--- src/rtl/dbuf_timer_pkg.sv ---
package dbuf_timer_pkg;

  typedef enum logic [1:0] {
    RUN_STOP = 2'd0,
    RUN_UP   = 2'd1,
    RUN_CONT = 2'd2,
    RUN_UPDN = 2'd3
  } runMode_e;

  typedef enum logic [1:0] {
    LD_NOW       = 2'd0,
    LD_ZERO      = 2'd1,
    LD_ZERO_TURN = 2'd2,
    LD_MATCH     = 2'd3
  } loadMode_e;

  // strobes handed from the counter control to the channel datapath
  typedef struct packed {
    logic run;     // tick taken in a running mode
    logic atZero;  // counter is zero before this step
    logic upDown;  // up/down mode active
  } timerStrobe_t;

  localparam int CTL_BITS  = 6;
  localparam int CHAN_BITS = 4;

endpackage

--- src/rtl/dbuf_timer_ctrl.sv ---
module dbuf_timer_ctrl
  import dbuf_timer_pkg::*;
#(
  parameter int CNT_W = 16
) (
  input  logic                clk,
  input  logic                rstN,
  input  logic                tick,
  input  logic                ctlWr,
  input  logic                cntWr,
  input  logic [CNT_W-1:0]    wrData,
  input  logic [CNT_W-1:0]    latch0,
  output logic [CNT_W-1:0]    count,
  output logic [CTL_BITS-1:0] ctlWord,
  output logic                ovfIrq,
  output timerStrobe_t        strb
);

  localparam logic [CNT_W-1:0] LIM12 = CNT_W'(4095);
  localparam logic [CNT_W-1:0] LIM10 = CNT_W'(1023);
  localparam logic [CNT_W-1:0] LIM8  = CNT_W'(255);
  localparam logic [CNT_W-1:0] ONE   = CNT_W'(1);

  runMode_e         mode;
  logic [1:0]       lenSel;
  logic             ovfIe;
  logic             ovfFlag;
  logic             goDown;
  logic [CNT_W-1:0] limit;
  logic [CNT_W-1:0] cntNext;
  logic             dirNext;
  logic             ovfHit;
  logic             run;

  assign run = tick && (mode != RUN_STOP);

  always_comb begin
    case (lenSel)
      2'd0:    limit = '1;
      2'd1:    limit = LIM12;
      2'd2:    limit = LIM10;
      default: limit = LIM8;
    endcase
  end

  always_comb begin
    cntNext = count;
    dirNext = goDown;
    ovfHit  = 1'b0;
    if (run) begin
      case (mode)
        RUN_UP: begin
          if (count == latch0 || count >= limit) begin
            cntNext = '0;
            ovfHit  = 1'b1;
          end else begin
            cntNext = count + ONE;
          end
        end
        RUN_CONT: begin
          if (count >= limit) begin
            cntNext = '0;
            ovfHit  = 1'b1;
          end else begin
            cntNext = count + ONE;
          end
        end
        RUN_UPDN: begin
          if (count >= latch0 || count >= limit) dirNext = 1'b1;
          if (count == '0) dirNext = 1'b0;
          if (dirNext) begin
            cntNext = count - ONE;
            ovfHit  = (count == ONE);
          end else begin
            cntNext = count + ONE;
          end
        end
        default: cntNext = count;
      endcase
    end
  end

  always_ff @(posedge clk or negedge rstN) begin
    if (!rstN) begin
      count   <= '0;
      goDown  <= 1'b0;
      mode    <= RUN_STOP;
      lenSel  <= 2'd0;
      ovfIe   <= 1'b0;
      ovfFlag <= 1'b0;
    end else begin
      count  <= cntWr ? wrData : cntNext;
      goDown <= dirNext;
      if (ctlWr) begin
        mode   <= runMode_e'(wrData[1:0]);
        lenSel <= wrData[3:2];
        ovfIe  <= wrData[4];
      end
      ovfFlag <= (ctlWr ? (ovfFlag & wrData[5]) : ovfFlag) | ovfHit;
    end
  end

  assign ctlWord     = {ovfFlag, ovfIe, lenSel, mode};
  assign ovfIrq      = ovfFlag & ovfIe;
  assign strb.run    = run;
  assign strb.atZero = (count == '0);
  assign strb.upDown = (mode == RUN_UPDN);

endmodule

--- src/rtl/dbuf_timer_chan.sv ---
module dbuf_timer_chan
  import dbuf_timer_pkg::*;
#(
  parameter int NUM_CH = 7,
  parameter int CNT_W  = 16,
  parameter int ADDR_W = 4
) (
  input  logic                                 clk,
  input  logic                                 rstN,
  input  timerStrobe_t                         strb,
  input  logic [CNT_W-1:0]                     count,
  input  logic                                 wrEn,
  input  logic [ADDR_W-1:0]                    wrAddr,
  input  logic [CNT_W-1:0]                     wrData,
  output logic [NUM_CH-1:0][CHAN_BITS-1:0]     chanCtl,
  output logic [NUM_CH-1:0][CNT_W-1:0]         chanCmp,
  output logic [NUM_CH-1:0]                    chanIrq,
  output logic [CNT_W-1:0]                     latch0
);

  for (genvar k = 0; k < NUM_CH; k++) begin : g_ch
    localparam int CTL_A = 2 + 2 * k;
    localparam int CMP_A = 3 + 2 * k;

    logic             ctlHit;
    logic             cmpHit;
    logic             match;
    logic             loadEvt;
    loadMode_e        ldMode;
    logic             irqEn;
    logic             flagQ;
    logic [CNT_W-1:0] cmpQ;
    logic [CNT_W-1:0] latQ;

    assign ctlHit = wrEn && (wrAddr == ADDR_W'(CTL_A));
    assign cmpHit = wrEn && (wrAddr == ADDR_W'(CMP_A));
    assign match  = strb.run && (count == latQ);

    always_comb begin
      case (ldMode)
        LD_NOW:       loadEvt = 1'b0;
        LD_ZERO:      loadEvt = strb.run && strb.atZero;
        LD_ZERO_TURN: loadEvt = strb.run && (strb.atZero || (strb.upDown && count == latQ));
        LD_MATCH:     loadEvt = match;
        default:      loadEvt = 1'b0;
      endcase
    end

    always_ff @(posedge clk or negedge rstN) begin
      if (!rstN) begin
        cmpQ   <= '0;
        latQ   <= '0;
        ldMode <= LD_NOW;
        irqEn  <= 1'b0;
        flagQ  <= 1'b0;
      end else begin
        if (cmpHit) cmpQ <= wrData;
        if (cmpHit && ldMode == LD_NOW) latQ <= wrData;
        else if (loadEvt)               latQ <= cmpQ;
        if (ctlHit) begin
          ldMode <= loadMode_e'(wrData[1:0]);
          irqEn  <= wrData[2];
        end
        flagQ <= (ctlHit ? (flagQ & wrData[3]) : flagQ) | match;
      end
    end

    assign chanCtl[k] = {flagQ, irqEn, ldMode};
    assign chanCmp[k] = cmpQ;
    assign chanIrq[k] = flagQ & irqEn;

    if (k == 0) begin : g_period
      assign latch0 = latQ;
    end
  end

endmodule

--- src/rtl/dbuf_cmp_timer.sv ---
module dbuf_cmp_timer
  import dbuf_timer_pkg::*;
#(
  parameter int NUM_CH = 7,
  parameter int CNT_W  = 16,
  localparam int ADDR_W = $clog2(2 + 2 * NUM_CH)
) (
  input  logic              clk,
  input  logic              rstN,
  input  logic              tick,
  input  logic              wrEn,
  input  logic [ADDR_W-1:0] wrAddr,
  input  logic [CNT_W-1:0]  wrData,
  input  logic [ADDR_W-1:0] rdAddr,
  output logic [CNT_W-1:0]  rdData,
  output logic              irq0,
  output logic              irq1
);

  timerStrobe_t                       strb;
  logic [CNT_W-1:0]                   cntVal;
  logic [CNT_W-1:0]                   latch0;
  logic [CTL_BITS-1:0]                ctlWord;
  logic                               ovfIrq;
  logic [NUM_CH-1:0][CHAN_BITS-1:0]   chanCtl;
  logic [NUM_CH-1:0][CNT_W-1:0]       chanCmp;
  logic [NUM_CH-1:0]                  chanIrq;
  logic                               ctlWr;
  logic                               cntWr;

  assign ctlWr = wrEn && (wrAddr == ADDR_W'(0));
  assign cntWr = wrEn && (wrAddr == ADDR_W'(1));

  dbuf_timer_ctrl #(.CNT_W(CNT_W)) u_ctrl (
    .clk     (clk),
    .rstN    (rstN),
    .tick    (tick),
    .ctlWr   (ctlWr),
    .cntWr   (cntWr),
    .wrData  (wrData),
    .latch0  (latch0),
    .count   (cntVal),
    .ctlWord (ctlWord),
    .ovfIrq  (ovfIrq),
    .strb    (strb)
  );

  dbuf_timer_chan #(.NUM_CH(NUM_CH), .CNT_W(CNT_W), .ADDR_W(ADDR_W)) u_chan (
    .clk     (clk),
    .rstN    (rstN),
    .strb    (strb),
    .count   (cntVal),
    .wrEn    (wrEn),
    .wrAddr  (wrAddr),
    .wrData  (wrData),
    .chanCtl (chanCtl),
    .chanCmp (chanCmp),
    .chanIrq (chanIrq),
    .latch0  (latch0)
  );

  always_comb begin
    rdData = '0;
    if (rdAddr == ADDR_W'(0)) rdData = CNT_W'(ctlWord);
    if (rdAddr == ADDR_W'(1)) rdData = cntVal;
    for (int k = 0; k < NUM_CH; k++) begin
      if (rdAddr == ADDR_W'(2 + 2 * k)) rdData = CNT_W'(chanCtl[k]);
      if (rdAddr == ADDR_W'(3 + 2 * k)) rdData = chanCmp[k];
    end
  end

  always_comb begin
    irq1 = ovfIrq;
    for (int k = 1; k < NUM_CH; k++) irq1 = irq1 | chanIrq[k];
  end

  assign irq0 = chanIrq[0];

endmodule

--- config.mk ---
export PLATFORM = sky130hd
export DESIGN_NAME = dbuf_cmp_timer
export DESIGN_NICKNAME = d
export VERILOG_FILES = /design/src/rtl/dbuf_timer_pkg.sv /design/src/rtl/dbuf_timer_ctrl.sv /design/src/rtl/dbuf_timer_chan.sv /design/src/rtl/dbuf_cmp_timer.sv
export SDC_FILE = /design/constraint.sdc
export NUM_CORES = 1
export LEC_CHECK = 0
export ABC_AREA = 1
export ABC_CLOCK_PERIOD_IN_PS = 4300
export CORE_ASPECT_RATIO = 0.75
export CORE_UTILIZATION = 30
export CTS_BUF_LIST = sky130_fd_sc_hd__clkbuf_4 sky130_fd_sc_hd__clkbuf_8
export DETAILED_ROUTE_END_ITERATION = 6
export DONT_BUFFER_PORTS = 1
export SLEW_MARGIN = 20
export SYNTH_ARGS = -nofsm -noshare
export SYNTH_HDL_FRONTEND = slang
export SYNTH_HIERARCHICAL = 1
export SYNTH_SLANG_ARGS = --single-unit
--- constraint.sdc ---
create_clock -name clk -period 4.3 [get_ports clk]
set_input_delay 0.645 -clock clk [delete_from_list [all_inputs] [get_ports clk]]
set_output_delay 0.645 -clock clk [all_outputs]
set_load 0.02 [all_outputs]
# Word-level counts from Yosys, hierarchy flattened
# Index checks and enable logic that the tools add are counted.
# op_classes
add_sub_neg,2
n_lt_le_gt_ge,2
eq_ne,64
muxes,61
bitwise_logic,30
n_reduce_logical,78
# op_table
op,count
$mux 16,34
$eq 16x16->1,7
$pmux 16 s3,2
$eq 4x4->1 const B,16
$logic_and 1x1->1,46
$eq 2x2->1 const B,17
$eq 4x3->1 const B,8
$ge 16x16->1,2
$pmux 1 s4,7
$eq 2x1->1 const B,9
$reduce_bool 2->1,9
$add 16x1->16 const B,1
$and 1x1->1,16
$eq 16x1->1 const B,1
$eq 4x2->1 const B,4
$logic_not 16->1,1
$logic_not 2->1,8
$mux 1,16
$sub 16x1->16 const B,1
$or 1x1->1,14
$logic_or 1x1->1,9
$eq 4x1->1 const B,2
$logic_not 4->1,2
$mux 6,1
3 further kinds,4
# totals
ff_bits,275
input_bits,28
out_inout_bits,18
elab_cells,278

# Logic depth before layout (Yosys ltp)
# Gate-level depths: netlist of the first run.
# depth
ltp_word,17
mapped_depth,18
ltp_nobuf,18

# Modules after synthesis
# Netlist of the first run, hierarchy kept.
# modules_own_cells
mod,instances,cells_per_inst,area_per_inst_um2,seq_area_each_um2
dbuf_timer_chan,1,1776,13267.7,6306.0
dbuf_timer_ctrl,1,512,3027.9,575.6
dbuf_cmp_timer,1,282,1281.2,0.0

# Least setup slack after synthesis of the first run
# OpenSTA, ideal clock, no wires.
# synth_timing
kind,input -> register
startpoint,input wrAddr[3]
endpoint,register u_ctrl.count[9]
setup_ps,117
arrival_ps,2484
required_ps,4183
setup_slack_ps,1699
cell_stages,8
path_buffers,1
path_cell_list,or2_2 > nor4b_1 > clkinv_1 > clkbuf_1 > nor2_1 > nor2_1 > nand2_1 > nand2_1
# synth_between
elab_chain_len,4
word_cells_on_any_way,6
cone_classes,eq/ne: 1; mux: 1; reduce/logical: 4
# synth_lines
element,line,text
start: declaration,dbuf_cmp_timer.sv:12,"input logic [ADDR_W-1:0] wrAddr,"
$eq 4x1->1 *,dbuf_cmp_timer.sv:32,assign cntWr = wrEn && (wrAddr == ADDR_W'(1));
$logic_and 1x1->1 *,dbuf_cmp_timer.sv:32,
named net cntWr,dbuf_cmp_timer.sv:29,logic cntWr;
$reduce_bool 4->1 (no source line) / $reduce_bool 2->1 (equally long branches),n/a,
$reduce_and 2->1 (no source line),n/a,
end signal: assignment,dbuf_timer_ctrl.sv:92,count <= cntWr ? wrData : cntNext;
end: declaration,dbuf_timer_ctrl.sv:13,"output logic [CNT_W-1:0] count,"
# The timed path passes the listed nets; every way through them passes the cells marked *.
# A chain may end at the register's enable or synchronous reset.

==> summary.md, run 1 <==
| Metric | Value |
|---|---|
| Outcome | `complete, but fails checks` |
| Failing checks | `hold timing` |
| Pin count of the biggest net entering global routing | `276` |
| DP Area | `17900 µm²` |
| GPL Wtd Cong | `0.888` |
| Largest cells by area after synthesis | `dfrtp_1, nand2_1, o21ai_0` |
| Clk_skew | `0.0292 ns` |
| Actual slew at the worst max-slew pin | `1.17 ns` |
| I/O Buffers | `0` |
| Complex-gate fraction of the synthesized area | `10.0%` |
| Filler instances | `6355` |
| Syn Nets | `2627` |
| Number of global-route vias before repair | `14427` |
| Sink Count | `275` |
| Clk slew on worst S/H paths | `0.06 ns` |
| Simple-Gate Fraction of Synth Area | `36.3%` |
| PwrDens | `623 nW/µm²` |
| Fin crit share | `74.7%` |
| H-tree depth | `2` |
| Design Area, Final | `18800 µm²` |
| DRC violations left | `0` |
| TritonCTS buffer count | `48` |
| Synth area leader | `dfrtp_1` |
| Total power | `0.0117 W` |
| Worst skew pair latency | `0.60 ns` |
| Starting density of the core | `30.5%` |
| WS Path Type | `reg -> reg` |
| Ant. Diodes | `0` |
| Max-cap violations | `0` |
| GRT Resource Usage Total | `18.7%` |
| Drt pass-1 iters | `6` |
| Max-slew violations | `0` |
| Die Y | `212 µm` |
| Leakage | `9.49 nW` |
| Cts repair resizes | `0` |
| Mux contribution to synthesized area | `0%` |
| Data required, critical path | `4.81 ns` |
| Max frequency | `311 MHz` |
| Final Hold Vio Count | `158` |
| Synthesis Warnings | `6` |
| Final setup vio count | `0` |
| Total wire length | `55.7 mm` |
| Min cycle time layout | `3.21 ns` |
| Worst setup margin | `1.09 ns` |
| Startpoint types | `flip-flop` |
| Row cnt | `76` |
| Slew headroom | `22.0%` |
| Register bit total from synthesis | `275` |
| Largest family of logic cells by synthesized area | `simple AND/OR/NAND/NOR gates` |
| First-pass GRT wire length | `87.0 mm` |
| Postcts setup bufs | `0` |
| Synth Area in XOR/XNOR | `2.39%` |
| Root Buffer | `clkbuf_8` |
| Critical path peak fanout | `17` |
| Hold slack | `-0.206 ns` |
| Sequential area share after synthesis | `39.2%` |
| Final ANT Viol Nets | `0` |
| Placeable Area | `57600 µm²` |
| Library cells used by synthesis | `41` |
| Longest Clk Path Bufs | `3` |
| Tightest Hold Check Type | `in -> async` |
| Post-DP HPWL | `39.7 mm` |
| GRT overflow | `0` |
| CTS tree | `done` |
| Synth Area in Adders | `2.06%` |
| Mapped Area | `17600 µm²` |
| DRT iter0 DRCs | `1719` |
| Antenna violations before repair | `0` |
| Syn_area_per_cell | `6.84 µm²` |
| Area Overhead vs Synth | `7.06%` |
| Vias per cell | `4.84` |
| Via count | `16025` |
| WP data arrival | `3.72 ns` |
| Sequential cell area | `6880 µm²` |
| Post-layout nets | `2555` |
| Peak VDD IR | `0.198 mV` |
| CP Capture Type | `flip-flop` |
| Die width | `282 µm` |
| Total negative slack | `0 ns` |
| Share of the synthesized area in the top cell type | `39.2%` |
| Ports | `46` |
| Pre-CTS WS | `1.18 ns` |
| Area occupied by multi-input gates | `8940 µm²` |
| Mapped Cells | `2570` |
| Proportion of layout cells with a drive suffix above 1 | `7.51%` |
| WL/cell | `16.8 µm` |
| RSZ-0062 raised after global routing | `no` |
| Die area | `59600 µm²` |
[power by group]
part,internal (W),switching [W],total [W]
Combinational,0.00175,0.00310,0.00485
Sequential,0.00345,0.000943,0.00439
Clock,0.00134,0.00115,0.00249
Total,0.00654,0.00519,0.0117
[stage by stage]
stage / utilization (%) / std cells
after floorplan: - / 2570
after global placement: 31.0 / 3228
after detailed placement: 31.0 / 3228
after CTS: 32.7 / 3311
after global routing: 32.7 / 3311
final: 32.7 / 3311
[layout make-up]
type,count,share of cell area (%)
Clock inverter,6,0.193
Inverter,245,4.89
Sequential cell,275,36.6
Tap cell,780,5.19
Multi-Input combinational cell,1908,47.5
Clock buffer,77,4.87
Timing Repair Buffer,20,0.798
[final timing paths]
path / from / end / slack [ns] / cells past startpoint
setup / recovery: u_ctrl/count[0]$_DFFE_PN0P_ / u_chan/g_ch[1].latQ[8]$_DFFE_PN0P_ / 1.09 / 16
hold / removal: rstN / u_chan/g_ch[0].cmpQ[12]$_DFFE_PN0P_ / -0.21 / 0
setup reg to reg: u_ctrl/count[0]$_DFFE_PN0P_ / u_chan/g_ch[1].latQ[8]$_DFFE_PN0P_ / 1.09 / 16
hold reg to reg: u_chan/g_ch[6].cmpQ[4]$_DFFE_PN0P_ / u_chan/g_ch[6].cmpQ[4]$_DFFE_PN0P_ / 0.51 / 2
max in group asynchronous: rstN / u_chan/g_ch[6].irqEn$_DFFE_PN0P_ / 3.59 / 0
min in group clk: wrData[2] / u_ctrl/lenSel[0]$_DFFE_PN0P_ / 0.17 / 2
[sequential cells by signal, indices dropped and copies added (netlist names)]
| signal | count |
|---|---|
| u_chan/g_ch.irqEn | 7 |
| u_chan/g_ch.cmpQ | 112 |
| u_ctrl/count | 16 |
| u_chan/g_ch.flagQ | 7 |
| u_ctrl/mode | 2 |
| u_chan/g_ch.ldMode | 14 |
| u_chan/latch0 | 16 |
| u_ctrl/goDown | 1 |
| u_ctrl/lenSel | 2 |
| u_ctrl/ovfFlag | 1 |
| u_ctrl/ovfIe | 1 |
| u_chan/g_ch.latQ | 96 |
[logic make-up (layout without fill, tap and decap cells)]
| logic type | Yosys count | count (layout) |
|---|---|---|
| buf+inv | 387 | 348 |
| simple gates | 1492 | 1492 |
| xor+xnor | 48 | 48 |
| flops | 275 | 275 |
| compound gates | 339 | 339 |
| fa+ha+maj | 29 | 29 |
[Yosys cell counts, drive strengths merged]
| library cell | count |
|---|---|
| xnor2 | 28 |
| a221oi | 10 |
| a21o | 2 |
| o211ai | 1 |
| inv | 244 |
| buf | 81 |
| or2 | 14 |
| clkinv | 1 |
| a221o | 2 |
| dfrtp | 275 |
| nand3b | 8 |
| nor2 | 182 |
| nor4b | 1 |
| ha | 29 |
| nand4 | 47 |
| nand2 | 1024 |
| o21ai | 293 |
| xor2 | 20 |
| clkbuf | 61 |
| a22oi | 2 |
| nor4 | 3 |
| o21bai | 1 |
| a21oi | 28 |
| nand3 | 206 |
| nor3 | 7 |
[layer usage]
metal	vias up	GRT usage, %	routed length [µm]
li1	7974	-	-
met2	460	26.1	22200
met1	7516	29.5	28800
met5	-	0	0
met4	0	3.69	891
met3	75	3.41	3770
[cells in the final DEF, fill, tap and decap left out, drive strengths merged]
master | netlist | layout
a21o | 2 | 2
a21oi | 28 | 28
a221o | 2 | 2
a221oi | 10 | 10
a22oi | 2 | 2
buf | 81 | 20
clkbuf | 61 | 77
clkinv | 1 | 5
clkinvlp | 0 | 1
dfrtp | 275 | 275
ha | 29 | 29
inv | 244 | 245
nand2 | 1024 | 1024
nand3 | 206 | 206
nand3b | 8 | 8
nand4 | 47 | 47
nor2 | 182 | 182
nor3 | 7 | 7
nor4 | 3 | 3
nor4b | 1 | 1
o211ai | 1 | 1
o21ai | 293 | 293
o21bai | 1 | 1
or2 | 14 | 14
xnor2 | 28 | 28
xor2 | 20 | 20
[critical path: stages (launching register included)]
cell	delay, ns
dfrtp_1	0.54
inv_1	0.24
ha_1	0.21
nand2_1	0.07
nor2_2	0.12
nand2_1	0.11
nor2_1	0.22
nand2_1	0.12
nor2_1	0.21
nand2_1	0.08
inv_1	0.22
o21ai_0	0.14
nand2_1	0.10
nand2_2	0.26
nand2_4	0.30
nand2_1	0.09
nand2_1	0.08
No activity file was read; power rests on OpenSTA's default activity.
==> run 2: changes to the inputs <==
--- a/config.mk
+++ b/config.mk
@@ -5,8 +5,8 @@
 export SDC_FILE = /design/constraint.sdc
 export NUM_CORES = 1
 export LEC_CHECK = 0
-export ABC_AREA = 1
-export ABC_CLOCK_PERIOD_IN_PS = 4300
+export ABC_AREA = 0
+export ABC_CLOCK_PERIOD_IN_PS = 2600
 export CORE_ASPECT_RATIO = 0.75
 export CORE_UTILIZATION = 30
 export CTS_BUF_LIST = sky130_fd_sc_hd__clkbuf_4 sky130_fd_sc_hd__clkbuf_8
==> constraint.sdc (replaced) <==
create_clock -name clk -period 2.6 [get_ports clk]
set_input_delay 0.39 -clock clk [delete_from_list [all_inputs] [get_ports clk]]
set_output_delay 0.39 -clock clk [all_outputs]
set_load 0.02 [all_outputs]
==> run 2 against run 1 <==
First-iteration DRC count rose by 10%. The flow finishes with violations (hold timing, setup timing). Count of clock-buffer cells in the layout fell by 6. Worst hold slack got worse by 0.30 ns. Register-to-register slack got worse by 1.3 ns. Cell count fell by 24%. Sequential power rose by 56%. Critical endpoint is now u_chan/g_ch[5].latQ[4]$_DFFE_PN0P_. Critical path depth fell by 6. Sequential cell count did not move. Sequential share of layout area fell by 3.4 points. Cell area rose by 10%. Maximum frequency rose by 14%. Area after synthesis fell by 5.7%. Critical path type unchanged.
==> summary.md, run 2 <==
| Metric | Value |
|---|---|
| Fin util | `38.1%` |
| CP Capture Type | `flip-flop` |
| Library cells used by synthesis | `89` |
| Top_reg_cell synth | `dfrtp_1` |
| Max-cap violations | `0` |
| WP data arrival | `3.28 ns` |
| Longest Clk Path Bufs | `3` |
| Synth area leader | `dfrtp_1` |
| Total wire length | `66.2 mm` |
| Gr busiest metal | `met1` |
| Max frequency | `356 MHz` |
| Starting density of the core | `30.4%` |
| Largest cells by area after synthesis | `dfrtp_1, mux2_2, xor2_1` |
| Root Buffer | `clkbuf_8` |
| Post-layout nets | `1832` |
| Pre-CTS WS | `-0.323 ns` |
| Mapped Area | `16600 µm²` |
| Data required, critical path | `3.07 ns` |
| Hold slack | `-0.505 ns` |
| H-tree depth | `2` |
| Routing usage on met1 | `35.7%` |
| PwrDens | `985 nW/µm²` |
| Clk slew on worst S/H paths | `0.07 ns` |
| GRT overflow | `0` |
| Max-slew violations | `0` |
| Die area | `56200 µm²` |
| Fin crit share | `108%` |
| Outcome | `complete, but fails checks` |
| CTS tree | `done` |
| Vias per cell | `5.80` |
| Slew headroom | `28.3%` |
| Final ANT Viol Nets | `0` |
| Number of synthesized flops with an enable pin | `0` |
| I/O Buffers | `0` |
| Routing usage on met2 | `31.5%` |
| Mapped Cells | `1621` |
| Critical Path Start | `u_ctrl/count[13]$_DFFE_PN0P_` |
| Final Hold Vio Count | `275` |
| Post-DP HPWL | `44.4 mm` |
| Sequential area share after synthesis | `41.5%` |
| Fin cells | `2525` |
| Syn Nets | `1678` |
| Proportion of layout cells with a drive suffix above 1 | `33.7%` |
| Peak VDD IR | `0.370 mV` |
| WL/cell | `26.2 µm` |
| RSZ-0062 raised after global routing | `yes` |
| GPL Wtd Cong | `0.923` |
| First-pass GRT wire length | `96.0 mm` |
| Placed cell count | `2400` |
| Placeable Area | `54500 µm²` |
| Antenna violations before repair | `0` |
| Synthesis Warnings | `6` |
| Die Y | `206 µm` |
| Register name with the most flops | `u_chan/g_ch.cmpQ` |
| Leakage | `8.58 nW` |
| Synth cell count leaders | `dfrtp_1, mux2_2, nand2_1` |
| Number of flip-flops in the largest register | `112` |
| Actual slew at the worst max-slew pin | `1.07 ns` |
| # hold bufs at CTS | `19` |
| Die width | `273 µm` |
| R2r startpoint | `u_ctrl/count[13]$_DFFE_PN0P_` |
| Critical path peak fanout | `8` |
| Worst skew pair latency | `0.59 ns` |
| Commonest non-fill, non-tap cell in the layout | `dfrtp_1` |
| Worst reg-to-reg path cell count | `10` |
| Met3 usage in global routing | `6.65%` |
| Worst setup margin | `-0.209 ns` |
| Count leader, synth | `dfrtp_1` |
| Sink Count | `275` |
| TritonCTS buffer count | `46` |
| Row cnt | `74` |
| Asr flop ratio synth | `100%` |
| Pin count of the biggest net entering global routing | `276` |
| Commonest non-fill, non-tap cells in the layout | `dfrtp_1, buf_4, mux2_2` |
| GRT Resource Usage Total | `23.2%` |
| Min cycle time layout | `2.81 ns` |
| Largest registers | `u_chan/g_ch.cmpQ x112, u_chan/g_ch.latQ x96` |
| Syn_area_per_cell | `10.2 µm²` |
| Startpoint types | `flip-flop` |
| Final setup vio count | `74` |
| Clk_skew | `0.0172 ns` |
| DRC violations left | `0` |
| Share of the synthesized area in the top cell type | `41.5%` |
| Area Overhead vs Synth | `25.4%` |
| Drt pass-1 iters | `5` |
| Via count | `14637` |
| Register bit total from synthesis | `275` |
| Number of global-route vias before repair | `13724` |
| Ports | `46` |
| Failing checks | `hold timing, setup timing` |
| WS Path Type | `reg -> reg` |
| Tightest Hold Check Type | `in -> async` |
| DRT iter0 DRCs | `1897` |
-- run 2: report_power, final --
group,switching [W],internal (W)
sequential,0.00131,0.00555
clock,0.00184,0.00217
combinational,0.00501,0.00459
-- run 2: path summary, 6_finish.rpt --
path / end / slack (ns)
worst min-delay path: u_ctrl/count[6]$_DFFE_PN0P_ / -0.51
max in group asynchronous: u_ctrl/count[14]$_DFFE_PN0P_ / 2.34
worst max register to register: u_chan/g_ch[5].latQ[4]$_DFFE_PN0P_ / -0.21
min in group clk: u_chan/g_ch[6].latQ[1]$_DFFE_PN0P_ / 0.02
worst min register to register: u_chan/g_ch[6].flagQ$_DFF_PN0_ / 0.51
worst max-delay path: u_chan/g_ch[5].latQ[4]$_DFFE_PN0P_ / -0.21
-- run 2: cells by family after synthesis --
family	Yosys count	share of synthesized area [%]
AND/OR/NAND/NOR	495	16.3
AO/OA/AOI/OAI	345	16.7
flip-flops	275	41.5
buffers and inverters	192	5.74
multiplexers	157	10.8
XOR/XNOR	128	6.76
adder cells (fa/ha/maj)	29	2.19
-- run 2: per-stage QoR --
step / instance area, µm² / total power, W / TNS (ns)
after global routing: 20800 / 0.0214 / -12.64
after detailed placement: 18400 / 0.0146 / -19.89
after global placement: 18400 / 0.0145 / -12.87
after CTS: 20200 / 0.0196 / -4.00
final: 20800 / 0.0205 / -7.87
after floorplan: 16600 / 0.0115 / -3.03
-- run 2: cell type report --
type	count	area, µm²
diodes	1	2.50
clock buffers	71	896
clock inverters	4	22.5
fillers	5256	33800
inverters	59	226
multi-input cells	1156	9610
flip-flops and latches	275	6890
well taps	722	903
repair buffers	237	2220
-- run 2: metal layers --
layer | up-vias | routed length [µm]
li1 | 6216 | -
met1 | 7419 | 30200
met2 | 910 | 26500
met3 | 92 | 8410
met4 | 0 | 1030
met5 | - | 0
-- run 2: timing repair --
action | CTS | global route
resized for setup | 88 | 94
gates cloned | 2 | 4
pin swaps | 26 | 40
endpoints found under the hold margin | 464 | 275
buffers inserted | 17 | 9
endpoints found under the setup margin | 128 | 131
-- run 2: worst max-delay path, stage by stage, from the launching register on --
cell and delay, ns:
dfrtp_2 0.43, or3_4 0.39, or2_4 0.24, or3_4 0.36, inv_6 0.11, and2_4 0.18
a21o_1 0.14, o31ai_2 0.09, or2_4 0.31, buf_12 0.15, o221a_2 0.27
